--- src/rtl/vrd_pkg.sv ---
package vrd_pkg;

    localparam int        REG_ID_W     = 5;
    localparam logic [7:0] WIDE_BASE   = 8'h30;
    localparam logic [7:0] WIDE_SPAN   = 8'h38;
    localparam int        FIRST_WIDE   = 12;
    localparam int        CFG_ZCOPY_B  = 12;
    localparam int        CFG_DCOPY_B  = 11;
    localparam int        CFG_RSS_B    = 10;
    localparam int        CFG_VADDR_B  = 5;

    typedef enum logic [REG_ID_W-1:0] {
        RG_CONFIG    = 5'd0,
        RG_COMMAND   = 5'd1,
        RG_INTR_STAT = 5'd2,
        RG_INTR_MASK = 5'd3,
        RG_RX_MAXCPY = 5'd4,
        RG_TX_MAXCPY = 5'd5,
        RG_RX_MAXINT = 5'd6,
        RG_VCOUNT    = 5'd7,
        RG_RX_FSIZE  = 5'd8,
        RG_TX_FSIZE  = 5'd9,
        RG_RX_MARK   = 5'd10,
        RG_TX_MARK   = 5'd11,
        RG_RX_DATA   = 5'd12,
        RG_RX_DONE   = 5'd13,
        RG_RX_WAIT   = 5'd14,
        RG_TX_DATA   = 5'd15,
        RG_TX_DONE   = 5'd16,
        RG_TX_WAIT   = 5'd17,
        RG_HWADDR    = 5'd18
    } reg_id_e;

    function automatic logic reg_readable(reg_id_e id);
        case (id)
            RG_COMMAND, RG_RX_DATA, RG_TX_DATA: return 1'b0;
            default:                            return 1'b1;
        endcase
    endfunction

    function automatic logic reg_writable(reg_id_e id);
        case (id)
            RG_CONFIG, RG_COMMAND, RG_INTR_MASK,
            RG_RX_DATA, RG_TX_DATA:             return 1'b1;
            default:                            return 1'b0;
        endcase
    endfunction

    function automatic logic reg_held_here(reg_id_e id);
        case (id)
            RG_CONFIG, RG_INTR_STAT, RG_VCOUNT: return 1'b1;
            default:                            return 1'b0;
        endcase
    endfunction

endpackage

--- src/rtl/vrd_decode.sv ---
module vrd_decode
    import vrd_pkg::*;
(
    input  logic [7:0] offset,
    output logic       off_ok,
    output reg_id_e    reg_id,
    output logic       wide
);

    logic [7:0] rel;
    assign rel = offset - WIDE_BASE;

    // Narrow window: id = offset/4; wide window: id = 12 + rel/8.
    always_comb begin
        if (offset < WIDE_BASE) begin
            off_ok = (offset[1:0] == 2'b00);
            reg_id = reg_id_e'({1'b0, offset[5:2]});
            wide   = 1'b0;
        end else if (rel < WIDE_SPAN) begin
            off_ok = (rel[2:0] == 3'b000);
            reg_id = reg_id_e'(5'(FIRST_WIDE) + {2'b00, rel[5:3]});
            wide   = 1'b1;
        end else begin
            off_ok = 1'b0;
            reg_id = RG_CONFIG;
            wide   = 1'b0;
        end
    end

endmodule

--- src/rtl/vrd_vif_check.sv ---
module vrd_vif_check #(
    parameter int VIF_W   = 8,
    parameter int MAX_VIF = 4
) (
    input  logic [VIF_W-1:0] vif,
    input  logic [VIF_W:0]   count_strap,
    output logic [VIF_W:0]   eff_count,
    output logic             in_range
);

    localparam int              CNT_W = VIF_W + 1;
    localparam logic [CNT_W-1:0] CAP  = CNT_W'(MAX_VIF);
    localparam logic [CNT_W-1:0] ONE  = CNT_W'(1);

    always_comb begin
        if (count_strap == '0)
            eff_count = ONE;
        else if (count_strap > CAP)
            eff_count = CAP;
        else
            eff_count = count_strap;
    end

    assign in_range = ({1'b0, vif} < eff_count);

endmodule

--- src/rtl/vrd_state.sv ---
module vrd_state
    import vrd_pkg::*;
#(
    parameter int          INTR_W    = 9,
    parameter logic [31:0] CFG_RESET = 32'h0
) (
    input  logic              clk,
    input  logic              rst_n,
    input  logic              cfg_we,
    input  logic [31:0]       cfg_wdata,
    input  logic              intr_clr,
    input  logic [INTR_W-1:0] intr_set,
    output logic [31:0]       cfg_q,
    output logic [INTR_W-1:0] intr_q
);

    typedef struct packed {
        logic [31:0]       cfg;
        logic [INTR_W-1:0] intr;
    } st_t;

    st_t st_d, st_q;

    always_comb begin
        st_d = st_q;
        if (cfg_we)
            st_d.cfg = cfg_wdata;
        // Clear on read, but events of this cycle survive the clear.
        st_d.intr = (intr_clr ? '0 : st_q.intr) | intr_set;
    end

    always_ff @(posedge clk) begin
        if (!rst_n) begin
            st_q.cfg  <= CFG_RESET;
            st_q.intr <= '0;
        end else begin
            st_q <= st_d;
        end
    end

    assign cfg_q  = st_q.cfg;
    assign intr_q = st_q.intr;

    // the two copy modes are never enabled together
    a_r10_copy_modes_exclusive: assert property (@(posedge clk) disable iff (!rst_n)
        !(cfg_q[CFG_ZCOPY_B] && cfg_q[CFG_DCOPY_B]));

    // after a clearing read only the same-cycle events remain
    a_r9_clear_on_read: assert property (@(posedge clk) disable iff (!rst_n)
        intr_clr |=> (intr_q == $past(intr_set)));

    // without a read no status bit drops
    a_r9_sticky: assert property (@(posedge clk) disable iff (!rst_n)
        !intr_clr |=> ((intr_q & $past(intr_q)) == $past(intr_q)));

endmodule

--- src/rtl/virt_reg_decoder.sv ---
module virt_reg_decoder
    import vrd_pkg::*;
#(
    parameter int          ADDR_W    = 16,
    parameter int          MAX_VIF   = 4,
    parameter int          INTR_W    = 9,
    parameter logic [31:0] CFG_RESET = 32'h0
) (
    input  logic                clk,
    input  logic                rst_n,
    input  logic                req_valid,
    input  logic                req_write,
    input  logic [ADDR_W-1:0]   req_addr,
    input  logic [3:0]          req_size,
    input  logic [63:0]         req_wdata,
    input  logic [ADDR_W-8:0]   vif_count,
    input  logic [INTR_W-1:0]   intr_set,
    input  logic [63:0]         ext_rdata,
    output logic                acc_valid,
    output logic                acc_err,
    output logic                acc_write,
    output logic [4:0]          acc_reg,
    output logic [ADDR_W-9:0]   acc_vif,
    output logic [63:0]         acc_wdata,
    output logic [63:0]         acc_rdata,
    output logic [31:0]         cfg_word,
    output logic                cfg_zero_copy,
    output logic                cfg_delay_copy,
    output logic                cfg_rss,
    output logic                cfg_vaddr,
    output logic [INTR_W-1:0]   intr_status
);

    localparam int VIF_W = ADDR_W - 8;

    typedef struct packed {
        logic              valid;
        logic              err;
        logic              write;
        reg_id_e           id;
        logic [VIF_W-1:0]  vif;
        logic [63:0]       wdata;
        logic [63:0]       rdata;
        logic              ext;
    } rsp_t;

    rsp_t rsp_d, rsp_q;

    logic [7:0]       offset;
    logic [VIF_W-1:0] vif;
    logic             off_ok;
    reg_id_e          reg_id;
    logic             wide;
    logic [VIF_W:0]   eff_count;
    logic             vif_ok;
    logic             size_ok;
    logic             dir_ok;
    logic             cfg_clash;
    logic             legal;
    logic             cfg_we;
    logic             intr_clr;
    logic [31:0]      cfg_q;
    logic [INTR_W-1:0] intr_q;
    logic [63:0]      local_rdata;

    assign offset = req_addr[7:0];
    assign vif    = req_addr[ADDR_W-1:8];

    vrd_decode u_decode (
        .offset (offset),
        .off_ok (off_ok),
        .reg_id (reg_id),
        .wide   (wide)
    );

    vrd_vif_check #(
        .VIF_W   (VIF_W),
        .MAX_VIF (MAX_VIF)
    ) u_vif (
        .vif         (vif),
        .count_strap (vif_count),
        .eff_count   (eff_count),
        .in_range    (vif_ok)
    );

    always_comb begin
        size_ok   = wide ? (req_size == 4'd8) : (req_size == 4'd4);
        dir_ok    = req_write ? reg_writable(reg_id) : reg_readable(reg_id);
        cfg_clash = req_write && (reg_id == RG_CONFIG) &&
                    req_wdata[CFG_ZCOPY_B] && req_wdata[CFG_DCOPY_B];
        legal     = off_ok && size_ok && dir_ok && vif_ok && !cfg_clash;
        cfg_we    = req_valid && legal && req_write && (reg_id == RG_CONFIG);
        intr_clr  = req_valid && legal && !req_write && (reg_id == RG_INTR_STAT);
    end

    vrd_state #(
        .INTR_W    (INTR_W),
        .CFG_RESET (CFG_RESET)
    ) u_state (
        .clk       (clk),
        .rst_n     (rst_n),
        .cfg_we    (cfg_we),
        .cfg_wdata (req_wdata[31:0]),
        .intr_clr  (intr_clr),
        .intr_set  (intr_set),
        .cfg_q     (cfg_q),
        .intr_q    (intr_q)
    );

    always_comb begin
        case (reg_id)
            RG_CONFIG:    local_rdata = {32'h0, cfg_q};
            RG_INTR_STAT: local_rdata = 64'(intr_q);
            RG_VCOUNT:    local_rdata = 64'(eff_count);
            default:      local_rdata = 64'h0;
        endcase
    end

    always_comb begin
        rsp_d       = '0;
        rsp_d.valid = req_valid;
        if (req_valid) begin
            if (legal) begin
                rsp_d.write = req_write;
                rsp_d.id    = reg_id;
                rsp_d.vif   = vif;
                rsp_d.wdata = req_write ? req_wdata : 64'h0;
                if (!req_write) begin
                    rsp_d.ext   = !reg_held_here(reg_id);
                    rsp_d.rdata = local_rdata;
                end
            end else begin
                rsp_d.err = 1'b1;
            end
        end
    end

    always_ff @(posedge clk) begin
        if (!rst_n)
            rsp_q <= '0;
        else
            rsp_q <= rsp_d;
    end

    assign acc_valid      = rsp_q.valid;
    assign acc_err        = rsp_q.err;
    assign acc_write      = rsp_q.write;
    assign acc_reg        = rsp_q.id;
    assign acc_vif        = rsp_q.vif;
    assign acc_wdata      = rsp_q.wdata;
    assign acc_rdata      = (rsp_q.valid && rsp_q.ext) ? ext_rdata : rsp_q.rdata;
    assign cfg_word       = cfg_q;
    assign cfg_zero_copy  = cfg_q[CFG_ZCOPY_B];
    assign cfg_delay_copy = cfg_q[CFG_DCOPY_B];
    assign cfg_rss        = cfg_q[CFG_RSS_B];
    assign cfg_vaddr      = cfg_q[CFG_VADDR_B];
    assign intr_status    = intr_q;

    // each request is answered in the next cycle
    a_r8_answer_next: assert property (@(posedge clk) disable iff (!rst_n)
        req_valid |=> acc_valid);

    // no response without a request
    a_r8_no_spurious: assert property (@(posedge clk) disable iff (!rst_n)
        !req_valid |=> !acc_valid);

    // a rejected access returns zero data
    a_r7_err_zero_data: assert property (@(posedge clk) disable iff (!rst_n)
        acc_err |-> (acc_valid && acc_rdata == 64'h0));

    // a rejected access leaves the configuration alone
    a_r7_err_cfg_kept: assert property (@(posedge clk) disable iff (!rst_n)
        acc_err |-> $stable(cfg_word));

    // an accepted access targets an existing interface
    a_r6_vif_in_range: assert property (@(posedge clk) disable iff (!rst_n)
        (acc_valid && !acc_err) |-> ({1'b0, acc_vif} < eff_count));

endmodule

--- config.mk ---
export PLATFORM = sky130hd
export DESIGN_NAME = virt_reg_decoder
export DESIGN_NICKNAME = d
export VERILOG_FILES = /design/src/rtl/vrd_pkg.sv /design/src/rtl/vrd_decode.sv /design/src/rtl/vrd_vif_check.sv /design/src/rtl/vrd_state.sv /design/src/rtl/virt_reg_decoder.sv
export SDC_FILE = /design/constraint.sdc
export NUM_CORES = 1
export LEC_CHECK = 0
export BUFFER_PORTS_ARGS = -buffer_cell sky130_fd_sc_hd__buf_2
export CAP_MARGIN = 10
export CORE_AREA = 2 2 139 141
export CTS_CLUSTER_SIZE = 25
export DETAILED_ROUTE_END_ITERATION = 8
export DIE_AREA = 0 0 141 143
export GPL_TIMING_DRIVEN = 0
export PLACE_DENSITY = 0.65
export SYNTH_ARGS = -nofsm -noshare
export SYNTH_HDL_FRONTEND = slang
export SYNTH_SLANG_ARGS = --single-unit
--- constraint.sdc ---
create_clock -name clk -period 5.4 [get_ports clk]
set_input_delay 1.08 -clock clk [delete_from_list [all_inputs] [get_ports clk]]
set_output_delay 1.08 -clock clk [all_outputs]
set_load 0.05 [all_outputs]
==> flow_summary_export.csv, run 1 <==
group,metric,value,unit
clock_tree,cts_resized,0,
detailed_routing,drc,0,
floorplan,initial_utilization,34.9,%
synth,synth_top_area_cell,"dfxtp_1",
floorplan,core,18600,um^2
critical_path,cp_data_required_time,5770,ps
synth,yosys_warnings,0,
global_route,grt_first_pass_wirelength,29900,um
critical_path,cp.arrival,4640,ps
synth,synth_area_leaders,"dfxtp_1 (48%), buf_4 (9.4%), and2_1 (6.3%)",
critical_path,crit_top_cell,"buf_2",
critical_path,cp_slowest_stage_delay,530,ps
critical_path,crit_chain,"buf_2 -> or4_4 -> nor4_4 -> ha_1 -> a41oi_1 -> a21oi_1 -> o31ai_2 -> o311ai_1 -> nor3_1 -> buf_2 -> clkbuf_2 -> and2_1",
synth,async_flop_share,0,%
layout,drive_above_1_share,50.7,%
critical_path,startpoint_type,"input pin",
timing,final.setup.tns,0,ps
global_route,overflow,0,
synth,synthDistinctLibCells,57,
clock_tree,clkLatencyLatePin,430,ps
detailed_routing,detail_route.iter0.violations,230,
timing,layout_worst_path_cycle_share,79.0,%
detailed_routing,drt-vias-per-instance,4.51,
layout,largest_reg_flops,64,
synth,seq_area_frac_synth,47.6,%
clock_tree,numCtsBuffers,17,
power_and_ir_drop,combPwrFrac,6.9,%
floorplan,row_count,50,
layout,nNetsFinal,1190,
detailed_routing,drtAntennaViolNets,0,
synth,syn_inst,630,
critical_path,critPathCaptureType,"flip-flop",
clock_tree,clockRootBuffer,"clkbuf_16",
critical_path,crit_slowest_cell,"or4_4",
outcome,outcome,"finished clean",
floorplan,fp.dieArea,20200,um^2
power_and_ir_drop,seqPwrFrac,45.5,%
global_route,antenna_found_initial,1,
power_and_ir_drop,powerDensity,275,nW/um^2
timing,worst_pin_slew,927,ps
placement,hpwl,15800,um
timing,layout_min_cycle_time,4270,ps
critical_path,crit-reg2reg-launch,"u_state.cfg_q[2]",
layout,fillers,1784,
synth,synth_flop_cell,"dfxtp_1",
placement,gp_congestion,0.900,
global_route,grt_max_degree,17,
power_and_ir_drop,p_total,2.52,mW
timing,maxSlewViolCount,0,
synth,netlist_area,6480,um^2
timing,timing.slew.headroom,37.3,%
synth,synth_seq_cells,154,
layout,final_cell_mix,"buf_2 (360), dfxtp_1 (154), buf_4 (81)",
timing,final-setup-viol-count,0,
floorplan,die_w,141,um
clock_tree,cts_sinks,154,
synth,synth_top_area_share,47.6,%
layout,ff_latch_area,3080,um^2
power_and_ir_drop,switching_power,633,uW
detailed_routing,wl,20200,um
clock_tree,cts_tree,"yes",
global_route,grt_pass1_vias,5518,
detailed_routing,avgRoutedWirePerCell,16.0,um
detailed_routing,vias,5670,
layout,fin_area,9170,um^2
timing,grt_setup_unrepaired,"false",
timing,hold_viol,0,
floorplan,io_pins,359,
power_and_ir_drop,switching_share,25.1,%
clock_tree,post_cts_buffers,0,
layout,multiInputGateArea,2640,um^2
placement,dpl_cell_area,8580,um^2
global_route,track_usage,19.5,%
power_and_ir_drop,vdd_drop_max,0.212,mV
critical_path,worstSetupStartpoint,"vif_count[5]",
power_and_ir_drop,clkPwrFrac,47.6,%
flow_run,max_cap_viol_count,0,
clock_tree,hold_buffers,0,
layout,area_growth,41.6,%
placement,dp_worst_setup_slack,636,ps
synth,syn_area_per_cell,10.3,um^2
power_and_ir_drop,power.internal,1.89,mW
clock_tree,cts_buffer_depth,2,
synth,synth_edf_count,0,
critical_path,cp_max_fo,10,
power_and_ir_drop,leakagePower,5.16,nW
clock_tree,clk_pin_slew,70,ps
timing,fin_ws,1130,ps
min_path,min_from,"u_state.cfg_q[15]",
placement,place.port_buffers,358,
detailed_routing,drt-pass1-iter-count,4,
timing,fmax,234,MHz
timing,clock_skew,8.99,ps
clock_tree,h-tree-depth,4,
min_path,min_path_type,"reg -> reg",
critical_path,crit_type,"in -> reg",
floorplan,dieHeight,143,um
layout,antennaDiodeCount,0,
layout,final_common_cell,"buf_2",
-- stage by stage --
step | util [%] | std cells | hold slack (ps)
after floorplan | - | 634 | 679
after global placement | 46.2 | 1226 | 486
after detailed placement | 46.2 | 1226 | 489
after CTS | 49.4 | 1258 | 496
after global routing | 49.4 | 1258 | 510
final | 49.4 | 1258 | 495
-- kinds of logic after synthesis --
group,after synthesis,synth area share [%]
AO/OA/AOI/OAI,58,6.33
adder cells (fa/ha/maj),9,1.74
buffers and inverters,122,11.9
flip-flops,154,47.6
multiplexers,64,10.5
other,1,0.0579
AND/OR/NAND/NOR,222,21.9
-- routing by layer --
metal,vias up,GRT usage [%],share of wire (%)
li1,2843,-,-
met1,2558,22.9,42
met2,237,33.7,48
met3,30,6.41,7.6
met4,2,6.63,1.9
met5,-,0,0.035
-- layout make-up --
| class | instances | area share (%) |
|---|---|---|
| repair buffers | 358 | 19.5 |
| plain buffers | 114 | 8.08 |
| clock buffers | 18 | 4.79 |
| inverters | 8 | 0.327 |
| flip-flops and latches | 154 | 33.6 |
| clock inverters | 14 | 1.68 |
| multi-input cells | 358 | 28.8 |
| well taps | 234 | 3.19 |
-- worst max-delay path, delay by kind of cell --
family          cells  cell delay, ps
buf+inv             3             830
fa+ha+maj           1             340
compound gates      4             850
simple gates        4            1510
-- synthesized netlist by cell type, types with 8 or more instances --
| cell type | instances |
|---|---|
| dfxtp_1 | 154 |
| buf_4 | 81 |
| and2_1 | 65 |
| and3_1 | 45 |
| nor2b_1 | 43 |
| mux2_2 | 32 |
| mux2i_1 | 32 |
| and4_1 | 23 |
| clkbuf_1 | 20 |
| a21oi_1 | 17 |
| nand2_1 | 13 |
| nor2_1 | 12 |
| ha_1 | 9 |
| inv_1 | 8 |
-- power by group through the flow --
stage / Clock, mW / Sequential, mW / Combinational, mW
5_1_grt: 1.27 / 1.15 / 0.192
2_1_floorplan: 0 / 1.19 / 0.0584
3_5_place_dp: 0 / 1.17 / 0.175
4_1_cts: 1.23 / 1.15 / 0.176
3_3_place_gp: 0 / 1.17 / 0.173
6_report: 1.20 / 1.15 / 0.175
-- path summary, 6_finish.rpt --
path / to / depth (start not counted) / slack [ps]
worst min register to register: rsp_q[16] / 1 / 490
worst max-delay path: acc_wdata[5] / 12 / 1130
worst min-delay path: rsp_q[16] / 1 / 490
worst max register to register: rsp_q[3] / 2 / 4570
(Power assumes the default switching activity.)
==> run 2, diff against run 1 <==
clock period = 4.3 ns   (was 5.4 ns; I/O delays follow)
==> run 2 against run 1 <==
Net effect: setup slack got worse by 800 ps; flip-flop and latch count stayed put; worst hold slack barely moved; count of clock-buffer cells in the layout is the same; clock skew about the same; register-to-register slack worse by 1100 ps; sequential share of layout area about the same; clock power grew 25%; core utilization barely moved; combinational power increased by 26%; non-clock buffer count is the same; critical path type unchanged.
==> flow_summary_export.csv, run 2 (synthesis gave the netlist of run 1 again) <==
group,metric,value,unit
floorplan,core,18600,um^2
placement,dp_worst_setup_slack,-244,ps
floorplan,io_pins,359,
placement,gp_congestion,0.900,
placement,place.port_buffers,358,
layout,largest_reg_flops,64,
detailed_routing,drtAntennaViolNets,0,
layout,fin_cells,1258,
floorplan,die_w,141,um
layout,fin_area,9180,um^2
layout,area_growth,41.6,%
clock_tree,numCtsBuffers,17,
critical_path,cp_max_fo,10,
clock_tree,cts_buffer_depth,2,
detailed_routing,drt-vias-per-instance,4.52,
detailed_routing,detail_route.iter0.violations,229,
timing,timing.slew.headroom,40.6,%
layout,antennaDiodeCount,0,
clock_tree,cts_sinks,154,
critical_path,cp_data_required_time,4660,ps
global_route,grt_max_degree,17,
clock_tree,h-tree-depth,4,
layout,final_cell_mix,"buf_2 (360), dfxtp_1 (154), buf_4 (81)",
placement,dpl_cell_area,8580,um^2
timing,fmax,252,MHz
min_path,min_path_type,"reg -> reg",
power_and_ir_drop,leakagePower,5.16,nW
critical_path,crit_type,"in -> reg",
global_route,track_usage,19.5,%
floorplan,initial_utilization,34.9,%
placement,hpwl,15800,um
global_route,overflow,0,
floorplan,row_count,50,
power_and_ir_drop,vdd_drop_max,0.265,mV
min_path,min_from,"u_state.cfg_q[15]",
timing,worst_hold_slack,495,ps
timing,fin_ws,335,ps
layout,final_common_cell,"buf_2",
global_route,antenna_found_initial,1,
global_route,grt_first_pass_wirelength,29900,um
min_path,whs_path_depth,1,
critical_path,r2r_cells,2,
timing,maxSlewViolCount,0,
critical_path,startpoint_type,"input pin",
timing,grt_setup_unrepaired,"false",
critical_path,worstSetupStartpoint,"vif_count[5]",
clock_tree,clockRootBuffer,"clkbuf_16",
timing,final.setup.tns,0,ps
clock_tree,clk_pin_slew,70,ps
detailed_routing,vias,5681,
detailed_routing,drc,0,
floorplan,fp.dieArea,20200,um^2
timing,worst_pin_slew,879,ps
critical_path,crit-reg2reg-launch,"u_state.cfg_q[2]",
flow_run,max_cap_viol_count,0,
detailed_routing,drt-pass1-iter-count,4,
critical_path,critPathCaptureType,"flip-flop",
floorplan,dieHeight,143,um
power_and_ir_drop,powerDensity,345,nW/um^2
timing,clock_skew,8.89,ps
timing,hold_viol,0,
clock_tree,cts_tree,"yes",
detailed_routing,wl,20200,um
timing,layout_worst_path_cycle_share,92.2,%
outcome,outcome,"finished clean",
clock_tree,clkLatencyLatePin,420,ps
timing,layout_min_cycle_time,3970,ps
timing,final-setup-viol-count,0,
layout,drive_above_1_share,50.8,%
critical_path,cp.arrival,4330,ps
layout,nNetsFinal,1190,
placement,placed_cells,1226,
detailed_routing,avgRoutedWirePerCell,16.0,um
global_route,grt_pass1_vias,5518,
==> run 2: cell type report <==
class                           count  area [um^2]
Clock inverter                     14          154
Timing Repair Buffer              358         1790
Tap cell                          234          293
Buffer                            114          741
Fill cell                        1783         9400
Inverter                            8         30.0
Clock buffer                       18          439
Sequential cell                   154         3080
Multi-Input combinational cell    358         2650
==> run 2: power breakdown <==
| part | switching (mW) | internal (mW) | total (mW) |
|---|---|---|---|
| sequential | 0.00574 | 1.43 | 1.44 |
| clock | 0.664 | 0.840 | 1.50 |
| combinational | 0.125 | 0.0952 | 0.220 |
| total | 0.795 | 2.37 | 3.16 |
==> run 2: worst paths after layout <==
path	slack [ps]	endpoint
worst max-delay path	330	acc_wdata[5]
worst min-delay path	490	rsp_q[16]
worst max register to register	3480	rsp_q[3]
worst min register to register	490	rsp_q[16]
==> run 2: worst max-delay path: stages <==
cell and delay [ps]:
buf_2 100, or4_4 530, nor4_4 380, ha_1 340, a41oi_1 210, a21oi_1 100
o31ai_2 340, o311ai_1 250, nor3_2 330, buf_2 380, clkbuf_2 320, and2_1 170
==> run 2: metrics by stage <==
stage | utilization [%] | power (mW)
after global routing | 49.4 | 3.28
final | 49.4 | 3.16
after CTS | 49.4 | 3.21
after floorplan | - | 1.57
after global placement | 46.2 | 1.69
after detailed placement | 46.2 | 1.69
==> run 2: repair_timing <==
item                       in CTS  in global routing
setup buffers                   0                  0
hold buffers                    0                  0
resized for setup               0                  1
setup endpoints to repair       0                 16
==> run 2: metal layers <==
layer / share of wire, % / routed length (um) / global-route usage [%] / vias up
met1: 43 / 8580 / 22.9 / 2562
li1: - / - / - / 2842
met5: 0.035 / 7 / 0 / -
met2: 48 / 9720 / 33.7 / 245
met3: 7.4 / 1500 / 6.41 / 30
met4: 1.8 / 354 / 6.63 / 2
